--- config.mk ---
export PLATFORM = sky130hd
export DESIGN_NAME = tick_timer
export DESIGN_NICKNAME = d
export VERILOG_FILES = /design/src/rtl/tick_timer_pkg.sv /design/src/rtl/tt_match.sv /design/src/rtl/tt_counter.sv /design/src/rtl/tt_ctrl_reg.sv /design/src/rtl/tick_timer.sv
export SDC_FILE = /design/constraint.sdc
export NUM_CORES = 1
export LEC_CHECK = 0
export CAP_MARGIN = 20
export CORE_MARGIN = 3
export CORE_UTILIZATION = 40
export DETAILED_ROUTE_END_ITERATION = 8
export GPL_TIMING_DRIVEN = 0
export SETUP_SLACK_MARGIN = 0.02
export SKIP_CTS_REPAIR_TIMING = 1
export SYNTH_ARGS = -nofsm -noshare
export SYNTH_HDL_FRONTEND = slang
export SYNTH_SLANG_ARGS = --single-unit
--- constraint.sdc ---
create_clock -name clk -period 3.33 [get_ports clk]
set_clock_uncertainty 0.2 [all_clocks]
set_input_delay 0.333 -clock clk [delete_from_list [all_inputs] [get_ports clk]]
set_output_delay 0.333 -clock clk [all_outputs]
set_load 0.05 [all_outputs]
--- src/rtl/tick_timer_pkg.sv ---
// Package: shared widths and control-word layout for the tick timer.
// Assumes a 32-bit register port with the period in the low field.
package tick_timer_pkg;
    localparam int WORD_W = 32;
    localparam int CNT_W  = 32;
    localparam int PER_W  = 28;

    typedef enum logic [1:0] {
        MD_OFF     = 2'b00,
        MD_RESTART = 2'b01,
        MD_ONESHOT = 2'b10,
        MD_CONT    = 2'b11
    } tmode_e;

    typedef struct packed {
        tmode_e           mode;
        logic             ie;
        logic             ip;
        logic [PER_W-1:0] period;
    } ctrl_word_t;
endpackage

--- src/rtl/tt_match.sv ---
// Module: match comparator. Compares the masked next count with the period.
// Assumes PER_W <= CNT_W; counter bits above the period field are ignored.
module tt_match
    import tick_timer_pkg::*;
(
    input  logic [CNT_W-1:0] cnt,
    input  logic [PER_W-1:0] period,
    output logic             eq
);
    logic [CNT_W-1:0] nxt;

    // Next count value and masked equality with the period field.
    always_comb begin
        nxt = cnt + 1'b1;
        eq  = (nxt[PER_W-1:0] == period);
    end
endmodule

--- src/rtl/tt_counter.sv ---
// Module: count register with run/stop state and the mode-dependent match action.
// Assumes software writes take priority over the hardware update.
module tt_counter
    import tick_timer_pkg::*;
(
    input  logic             clk,
    input  logic             rst_n,
    input  logic             tick_en,
    input  logic             wr_cnt,
    input  logic             wr_ctrl,
    input  tmode_e           wr_mode,
    input  logic [CNT_W-1:0] wr_data,
    input  tmode_e           mode,
    input  logic             eq,
    output logic [CNT_W-1:0] cnt_q,
    output logic             hit
);
    logic stopped_q;
    logic adv;

    // Advance qualifier and match event for this cycle.
    always_comb begin
        adv = tick_en && (mode != MD_OFF) && !stopped_q;
        hit = adv && eq;
    end

    // Counter register: software write, else restart or increment.
    always_ff @(posedge clk) begin
        if (!rst_n)
            cnt_q <= '0;
        else if (wr_cnt)
            cnt_q <= wr_data;
        else if (hit && mode == MD_RESTART)
            cnt_q <= '0;
        else if (adv)
            cnt_q <= cnt_q + 1'b1;
    end

    // Stop flag: set by a one-shot match, cleared by resuming writes.
    always_ff @(posedge clk) begin
        if (!rst_n)
            stopped_q <= 1'b0;
        else if (wr_cnt || (wr_ctrl && wr_mode != MD_OFF))
            stopped_q <= 1'b0;
        else if (hit && mode == MD_ONESHOT)
            stopped_q <= 1'b1;
    end
endmodule

--- src/rtl/tt_ctrl_reg.sv ---
// Module: control word register holding mode, enable, sticky pending and period.
// Assumes a write replaces the whole word, including the pending flag.
module tt_ctrl_reg
    import tick_timer_pkg::*;
(
    input  logic              clk,
    input  logic              rst_n,
    input  logic              wr_ctrl,
    input  logic [WORD_W-1:0] wr_data,
    input  logic              hit,
    output ctrl_word_t        ctrl_q
);
    // Control word: software write wins, else an enabled match sets pending.
    always_ff @(posedge clk) begin
        if (!rst_n)
            ctrl_q <= '0;
        else if (wr_ctrl)
            ctrl_q <= ctrl_word_t'(wr_data);
        else if (hit && ctrl_q.ie)
            ctrl_q.ip <= 1'b1;
    end
endmodule

--- src/rtl/tick_timer.sv ---
// Module: tick timer top. Wires counter, comparator and control word; read mux.
// Assumes one shared select for write and read; irq is a level output.
module tick_timer
    import tick_timer_pkg::*;
(
    input  logic              clk,
    input  logic              rst_n,
    input  logic              tick_en,
    input  logic              wr_en,
    input  logic              reg_sel,
    input  logic [WORD_W-1:0] wr_data,
    output logic [WORD_W-1:0] rd_data,
    output logic              irq
);
    logic [CNT_W-1:0] cnt_q;
    ctrl_word_t       ctrl_q;
    logic             eq;
    logic             hit;
    logic             wr_cnt;
    logic             wr_ctrl;
    tmode_e           wr_mode;

    // Write decode per register.
    always_comb begin
        wr_cnt  = wr_en && !reg_sel;
        wr_ctrl = wr_en && reg_sel;
        wr_mode = tmode_e'(wr_data[WORD_W-1 -: 2]);
    end

    tt_match u_match (
        .cnt    (cnt_q),
        .period (ctrl_q.period),
        .eq     (eq)
    );

    tt_counter u_counter (
        .clk     (clk),
        .rst_n   (rst_n),
        .tick_en (tick_en),
        .wr_cnt  (wr_cnt),
        .wr_ctrl (wr_ctrl),
        .wr_mode (wr_mode),
        .wr_data (wr_data[CNT_W-1:0]),
        .mode    (ctrl_q.mode),
        .eq      (eq),
        .cnt_q   (cnt_q),
        .hit     (hit)
    );

    tt_ctrl_reg u_ctrl (
        .clk     (clk),
        .rst_n   (rst_n),
        .wr_ctrl (wr_ctrl),
        .wr_data (wr_data),
        .hit     (hit),
        .ctrl_q  (ctrl_q)
    );

    // Read mux and level interrupt.
    always_comb begin
        rd_data = reg_sel ? WORD_W'(ctrl_q) : WORD_W'(cnt_q);
        irq     = ctrl_q.ip && ctrl_q.ie;
    end
endmodule

### After elaboration in Yosys (flattened, before gate mapping)

Cells that the tools add are included.

* output and inout bits: 33
* input port bits: 37
* bits in registers: 65

* reductions and logical operators: 18
* muxes and demuxes: 6
* equality and inequality tests: 3
* $add $sub $neg: 1
* bitwise logic cells: 1

Operators with widths (count)
* two-way mux 32 bit: 4
* adder 32 x 1 -> 32 bit, second input constant: 1
* equality test 28 bit: 1
* logical AND 1 bit: 10
* nonzero test 2 bit: 3
* nonzero test 3 bit: 1
* equality test 2 x 1 -> 1 bit, second input constant: 1
* equality test 2 bit, second input constant: 1
* logical NOT 1 bit: 2
* two-way mux 1 bit: 2
* OR reduction 2 bit: 1
* logical OR 1 bit: 1
* inverter 1 bit: 1

### Logic depth before layout (Yosys ltp)

Gate-level depths: netlist of run 1.

* depth after elaboration: 7
* depth in mapped cells: 13

### Modules after synthesis

From an unflattened synthesis of run 1, not the netlist that was laid out.

* cell total of the unflattened synthesis: 586
* area total of the unflattened synthesis: 5058.6 um^2

Modules (own cells, without submodules)
* tt_counter: area an instance 2219.6 um^2, seq. area each 660.6 um^2, times used 1, cells an instance 294
* tt_ctrl_reg: area an instance 1248.7 um^2, seq. area each 640.6 um^2, times used 1, cells an instance 104
* tt_match: area an instance 1039.7 um^2, seq. area each 0.0 um^2, times used 1, cells an instance 149
* tick_timer: area an instance 550.5 um^2, seq. area each 0.0 um^2, times used 1, cells an instance 39

### Worst setup path after synthesis of run 1

No wires, ideal clock.

* path kind: flip-flop to flip-flop
* start: register u_counter.cnt_q[1]
* end: register u_counter.cnt_q[22]
* stages on the path, launching flop included: 14
* required time: 3012 ps
* arrival time: 2837 ps
* slack: 175 ps
* library setup time: 118 ps
* buffers on the path: 3
* cell sequence: dfxtp_1 ha_1 nand4_4 or4_4 buf_6 nor4_2 o22ai_1 nor3_2 and4b_4 buf_6 buf_6 o21ai_1 a221oi_2 nor2_1

* longest elaborated chain between the ends: 6
* elaborated cells between the ends (all ways): 8
* those cells by class: add/sub (1); eq/ne (1); mux (3); reduce/logical (3)

Ends and longest elaborated chain
* start, declared: line tt_counter.sv:15 `output logic [CNT_W-1:0] cnt_q,`
* start signal, assigned: line tt_counter.sv:32 `cnt_q <= wr_data;`
* start signal, assigned: line tt_counter.sv:36 `cnt_q <= cnt_q + 1'b1;`
* adder 32 x 1 -> 32 bit (*): line tt_counter.sv:36
* equality test 28 bit: line tt_match.sv:15 `eq = (nxt[PER_W-1:0] == period);`
* logical AND 1 bit: line tt_counter.sv:24 `hit = adv && eq;`
* logical AND 1 bit: line tt_counter.sv:33 `else if (hit && mode == MD_RESTART)`
* two-way mux 32 bit: line tt_counter.sv:33
* two-way mux 32 bit: line tt_counter.sv:31 `else if (wr_cnt)`

Every way passes the cells marked *; elsewhere a longest branch is shown, timed or not. The select of a mux whose other input is x is not followed.
A chain may end at the register's enable or synchronous reset.

### Worst setup path in the final report of run 1

* start: register u_counter.cnt_q[1]
* end: register u_counter.cnt_q[5]

The elaborated chain is that of the path after synthesis.

==> run_results.csv, run 1 <==
group,metric,value,unit
status,status,"complete, but fails checks",
status,violations,"negative setup slack",
grt,grt.overflow.total,0,
sta,slew_headroom,0.277,
worst_setup_path,cp-end-kind,"flip-flop",
synthesis,yosysWarnings,0,
synthesis,syn_area,0.00463,sq mm
clock_tree,clk_latency,0.35,ns
synthesis,async_reset_ff_frac,0,
detailed_routing,drt_pass1_iterations,5,
detailed_routing,drt_iter0_markers,625,
worst_setup_path,crit_type,"reg -> reg",
clock_tree,clk_pin_slew_worst_paths,0.05,ns
power_and_ir_drop,p_sw,773,uW
cells_and_area,regArea,0.00131,sq mm
sta,rsz0062_at_grt,"yes",
power_and_ir_drop,clkPwrFrac,0.405,
synthesis,seq_area_frac_synth,0.281,
clock_tree,ctsRootBufferMaster,"clkbuf_16",
worst_setup_path,cp-start-kind,"flip-flop",
clock_tree,cts_tree,"done",
place,dpl.cell_count,831,
worst_setup_path,reg2reg_from,"u_counter.cnt_q[1]",
synthesis,ys_top_cells_by_count,"nand2_1, dfxtp_1, a21oi_1",
synthesis,ys_ff_latch,65,
synthesis,yosysMostFrequentCell,"nand2_1",
floorplanning,io_pins,70,
sta,fin_ws,-0.167,ns
sta,period_minus_slack,3.50,ns
worst_setup_path,crit_fanout,8,
floorplanning,start_util,0.418,
place,hpwl,12500,um
floorplanning,core_area,0.0111,sq mm
cells_and_area,drive_gt1_frac,0.211,
sta,final-hold-violation-count,0,
power_and_ir_drop,swShare,0.313,
synthesis,postSynthAreaPerCell,7.43,sq um
synthesis,yosys.area.top_type,"dfxtp_1",
cells_and_area,nNetsFinal,769,
cells_and_area,finalInstanceArea,0.00636,sq mm
cells_and_area,fin_cells,876,
floorplanning,die_y,114,um
place,gp_congestion,0.962,
synthesis,synth_top_area_frac,0.281,
clock_tree,clock-sinks,65,
worst_setup_path,critPathLaunch,"u_counter.cnt_q[1]",
cells_and_area,syn_to_final_growth,37.3,%
worst_setup_path,r2r_slack,-0.17,ns
sta,hold_ws,0.285,ns
power_and_ir_drop,comb_power_share,0.244,
power_and_ir_drop,p_int,1.69,mW
power_and_ir_drop,seqPwrFrac,0.351,
place,placed_area,0.00549,sq mm
clock_tree,cts_made_buffers,9,
floorplanning,die_w,114,um
detailed_routing,dr_total_vias,5353,
sta,fmax,286,MHz
sta,slew_violations,0,
worst_setup_path,required,3.32,ns
power_and_ir_drop,p_per_area,388,mW/mm^2
worst_hold_path,hold_depth,2,
detailed_routing,drc,0,
synthesis,synth_edf_count,0,
clock_tree,clk_path_buf_depth,2,
grt,grt_pass1_wl,26700,um
synthesis,synthFlopType,"dfxtp_1",
worst_setup_path,arrival,3.48,ns
floorplanning,rows,38,
detailed_routing,drt.antenna.violating_nets,0,
cells_and_area,diodes,0,
cells_and_area,multi_input_area,0.00323,sq mm
sta,fin_setup_tns,-2.58,ns
sta,finalCritPeriodShare,1.05,
detailed_routing,wl_per_cell,21.4,um
detailed_routing,wl,18800,um
clock_tree,htreeDepth,3,
worst_hold_path,hp-class,"reg -> reg",
grt,grt_usage,0.269,
worst_setup_path,r2r.worst_path.cells,14,
power_and_ir_drop,leakage,2.22,nW
synthesis,synth_cells,623,
sta,setup_violations,28,
synthesis,synth_nets,661,
grt,grt_max_degree,11,
floorplanning,die_area,0.0129,sq mm
cells_and_area,fillCellCount,1058,
power_and_ir_drop,peakVddDrop,0.000285,V
synthesis,synth.distinct_cells,65,
worst_setup_path,crit_end,"u_counter.cnt_q[5]",
place,portBuffers,68,
grt,grt_pass1_vias,4836,
detailed_routing,vias_per_cell,6.11,
worst_setup_path,r2r_end,"u_counter.cnt_q[5]",
job,maxCapViolCount,0,
sta,worst_pin_slew,1.08,ns
synthesis,synth_area_leaders,"dfxtp_1, nand2_1, mux2_2, a21oi_1, o21ai_0",
grt,antenna_found_initial,0,
## cells in the final DEF (no fill, tap or decap), types with 8 or more instances in the layout
cell,instances
a21oi_1,49
a21oi_2,9
a31oi_1,20
and3_1,13
buf_4,32
clkbuf_1,27
clkbuf_16,10
clkdlybuf4s50_1,68
dfxtp_1,62
inv_1,8
mux2_2,28
nand2_1,91
nand3_1,22
nand4_1,11
nor2_1,29
nor2b_1,8
nor3_1,13
nor4_1,9
o21ai_0,49
o21ai_1,9
xnor2_1,18
xor2_1,14
## routing by layer
metal | GRT usage | wire [um] | up-vias
met3 | 0.0568 | 1840 | 50
li1 | - | - | 2487
met1 | 0.366 | 7910 | 2531
met2 | 0.414 | 8510 | 285
met4 | 0.110 | 520 | 0
met5 | 0 | 0 | -
## worst min-delay path by stage
stage	slack, ns	startpoint	to
after floorplan	0.23	wr_en	u_counter.stopped_q
after global placement	0.27	u_ctrl.ctrl_q[16]	u_ctrl.ctrl_q[16]
after detailed placement	0.28	u_ctrl.ctrl_q[18]	u_ctrl.ctrl_q[18]
after CTS	0.29	u_ctrl.ctrl_q[22]	u_ctrl.ctrl_q[22]
after global routing	0.29	u_ctrl.ctrl_q[18]	u_ctrl.ctrl_q[18]
final	0.29	u_ctrl.ctrl_q[20]	u_ctrl.ctrl_q[20]
## logic make-up (layout without fill, tap and decap cells)
kind of cell,after synthesis,after routing,synth area share
AOI/OAI and AO/OA,181,181,0.231
xor gates and xnor gates,32,32,0.0605
adders and majority gates,1,1,0.00270
buffers and inverters,68,181,0.0697
DFF,65,65,0.281
muxes,29,29,0.0705
and+or+nand+nor,247,247,0.285
## through the flow
stage                     setup WS, ns  utilization  power (mW)
after floorplan                  0.175            -        1.23
final                           -0.167        0.574        2.47
after global placement          -0.686        0.495        1.43
after global routing            -0.274        0.574        2.53
after CTS                       -0.676        0.523        2.42
after detailed placement        -0.660        0.495        1.43
## state kept, by name (all words and copies together), names as in the netlist
register	count
u_counter.stopped_q	1
u_ctrl.ctrl_q	32
u_counter.cnt_q	32
## cell type report
type,count,area share
plain buffers,59,0.0559
inverters,9,0.00531
flip-flops and latches,65,0.206
repair buffers,97,0.148
clock buffers,14,0.0431
clock inverters,2,0.00551
well taps,140,0.0276
multi-input cells,490,0.509
## critical path: stages (launching register included)
cell and delay [ns]:
dfxtp_4 0.38, ha_4 0.18, nand4_4 0.15, or4_4 0.59, buf_8 0.17, nor3_4 0.23, o31ai_4 0.10, nor4_4 0.34
and4b_4 0.33, buf_8 0.14, buf_12 0.13, buf_8 0.12, a21oi_2 0.03, o21ai_1 0.14, a31oi_1 0.11
## power groups by stage
stage	logic (mW)	registers, mW	clock network [mW]
5_1_grt	0.637	0.870	1.02
3_5_place_dp	0.554	0.877	0
4_1_cts	0.557	0.861	1.00
6_report	0.602	0.865	0.999
3_3_place_gp	0.551	0.876	0
2_1_floorplan	0.361	0.866	0
Power figures use the tool's default switching activity.
==> run 2, diff against run 1 <==
--- a/config.mk
+++ b/config.mk
@@ -5,7 +5,7 @@
 export SDC_FILE = /design/constraint.sdc
 export NUM_CORES = 1
 export LEC_CHECK = 0
-export CAP_MARGIN = 20
+export ABC_AREA = 0
 export CORE_MARGIN = 3
 export CORE_UTILIZATION = 40
 export DETAILED_ROUTE_END_ITERATION = 8
==> results of run 2 <==
Same layout as run 1: the final DEF is identical, and so are final timing and power.
==> run 3, diff against run 2 <==
--- a/config.mk
+++ b/config.mk
@@ -12,6 +12,7 @@
 export GPL_TIMING_DRIVEN = 0
 export SETUP_SLACK_MARGIN = 0.02
 export SKIP_CTS_REPAIR_TIMING = 1
+export SKIP_LAST_GASP = 1
 export SYNTH_ARGS = -nofsm -noshare
 export SYNTH_HDL_FRONTEND = slang
 export SYNTH_SLANG_ARGS = --single-unit
==> run 3 against run 2 <==
Against the previous run:
- combinational power about the same
- first-iteration DRC count decreased by 16%
- critical path depth unchanged
- total power decreased by 0.14%
- the flow still finishes with violations (negative setup slack)
- flip-flop and latch count unchanged
- critical endpoint unchanged
- non-clock buffer count unchanged
==> run_results.csv, run 3 (synthesis gave the netlist of run 1 again) <==
group,metric,value,unit
floorplanning,die_area,0.0129,sq mm
floorplanning,rows,38,
worst_setup_path,arrival,3.47,ns
job,maxCapViolCount,0,
detailed_routing,wl,18600,um
detailed_routing,drc,0,
sta,worst_pin_slew,1.10,ns
worst_setup_path,slowest_stage,"or4_4",
status,status,"complete, but fails checks",
worst_setup_path,timing.critical_path.mode_cell,"buf_8",
detailed_routing,drt_iter0_markers,523,
worst_setup_path,required,3.32,ns
floorplanning,die_y,114,um
sta,period_minus_slack,3.48,ns
worst_setup_path,cp-end-kind,"flip-flop",
sta,final-hold-violation-count,0,
grt,grt_usage,0.269,
sta,rsz0062_at_grt,"yes",
worst_setup_path,cp-start-kind,"flip-flop",
grt,grt_pass1_wl,26700,um
worst_hold_path,hp-class,"reg -> reg",
sta,slew_headroom,0.263,
power_and_ir_drop,p_total,2.46,mW
worst_setup_path,r2r_end,"u_counter.cnt_q[5]",
detailed_routing,drt_pass1_iterations,6,
cells_and_area,final_common_cell,"nand2_1",
floorplanning,core_area,0.0111,sq mm
cells_and_area,regArea,0.00131,sq mm
floorplanning,io_pins,70,
grt,grt.overflow.total,0,
power_and_ir_drop,peakVddDrop,0.000285,V
sta,fin_setup_tns,-2.60,ns
worst_setup_path,r2r.worst_path.cells,14,
grt,antenna_found_initial,0,
cells_and_area,final_core_util,0.573,
cells_and_area,multi_input_area,0.00322,sq mm
cells_and_area,fillCellCount,1059,
sta,setup_violations,29,
cells_and_area,final_cell_mix,"nand2_1, clkdlybuf4s50_1, dfxtp_1, a21oi_1, o21ai_0",
floorplanning,start_util,0.418,
worst_hold_path,min_from,"u_ctrl.ctrl_q[20]",
cells_and_area,syn_to_final_growth,37.1,%
grt,grt_pass1_vias,4836,
worst_hold_path,hold_depth,2,
clock_tree,cts_made_buffers,9,
status,violations,"negative setup slack",
worst_setup_path,slowest_delay,0.59,ns
clock_tree,htreeDepth,3,
worst_setup_path,crit_type,"reg -> reg",
power_and_ir_drop,p_per_area,388,mW/mm^2
sta,fmax,287,MHz
sta,slew_violations,0,
clock_tree,ctsRootBufferMaster,"clkbuf_16",
grt,grt_max_degree,11,
worst_hold_path,min_to,"u_ctrl.ctrl_q[20]",
floorplanning,die_w,114,um
cells_and_area,top_regs,"u_counter.cnt_q: 32 flops, u_ctrl.ctrl_q: 32 flops, u_counter.stopped_q: 1 flops",
worst_setup_path,reg2reg_from,"u_counter.cnt_q[1]",
worst_setup_path,crit_fanout,8,
clock_tree,cts_tree,"done",
clock_tree,clk_pin_slew_worst_paths,0.06,ns
worst_setup_path,crit_path_cell_trace,"ha_4 > nand4_4 > or4_4 > buf_8 > nor3_4 > o31ai_4 > nor4_4 > and4b_4 > buf_8 > buf_12 > buf_8 > a21oi_2 > o21ai_1 > a31oi_1",
clock_tree,clk_path_buf_depth,2,
cells_and_area,diodes,0,
power_and_ir_drop,leakage,2.22,nW
cells_and_area,drive_gt1_frac,0.208,
place,hpwl,12500,um
sta,fin_ws,-0.155,ns
clock_tree,clock-sinks,65,
detailed_routing,dr_total_vias,5351,
worst_setup_path,r2r_slack,-0.15,ns
detailed_routing,vias_per_cell,6.11,
place,gp_congestion,0.962,
clock_tree,clk_latency,0.34,ns
detailed_routing,drt.antenna.violating_nets,0,
cells_and_area,nNetsFinal,769,
detailed_routing,wl_per_cell,21.3,um
worst_setup_path,crit_buf_inv,4,
worst_setup_path,path_delay_family,"simple AND/OR/NAND/NOR gates",
place,portBuffers,68,
sta,finalCritPeriodShare,1.05,
==> run 3: layer usage <==
layer  wire length, um  GRT usage
met1              8050      0.366
met2              8360      0.414
met3              1730     0.0568
met4               488      0.110
met5                 0          0
==> run 3: worst min-delay path, cell delays in order, from the launching register on <==
cell     delay [ns]
dfxtp_1        0.32
nand2_1        0.06
a21oi_1        0.06
==> run 3: how the worst max path moves through the flow <==
stage                              startpoint                  end  slack (ns)  cells past startpoint
after floorplan            u_counter.cnt_q[1]  u_counter.cnt_q[22]        0.17                     13
after global placement     u_counter.cnt_q[0]  u_counter.cnt_q[22]       -0.69                     13
after detailed placement   u_counter.cnt_q[0]  u_counter.cnt_q[22]       -0.66                     13
after CTS                  u_counter.cnt_q[0]  u_counter.cnt_q[22]       -0.68                     13
after global routing      u_counter.cnt_q[14]   u_counter.cnt_q[5]       -0.26                     14
final                      u_counter.cnt_q[1]   u_counter.cnt_q[5]       -0.15                     14
==> run 3: where the power goes <==
part           internal (mW)  total, mW  switching, mW
logic                  0.231      0.600          0.369
clock network          0.640      0.998          0.358
registers              0.822      0.865         0.0432
==> run 3: area by class of cell <==
cell class | instances | area share
plain buffers | 59 | 0.0560
clock buffers | 14 | 0.0432
clock inverters | 2 | 0.00552
inverters | 9 | 0.00532
multi-input cells | 490 | 0.508
flip-flops and latches | 65 | 0.206
well taps | 140 | 0.0276
repair buffers | 97 | 0.148
==> run 3: through the flow <==
step | hold slack (ns) | instance area, sq um | cells | worst slack (ns)
2_1_floorplan | 0.230 | 4630 | 623 | 0.175
3_3_place_gp | 0.266 | 5490 | 831 | -0.686
3_5_place_dp | 0.275 | 5490 | 831 | -0.660
4_1_cts | 0.286 | 5790 | 847 | -0.676
5_1_grt | 0.294 | 6350 | 876 | -0.257
6_report | 0.285 | 6350 | 876 | -0.155
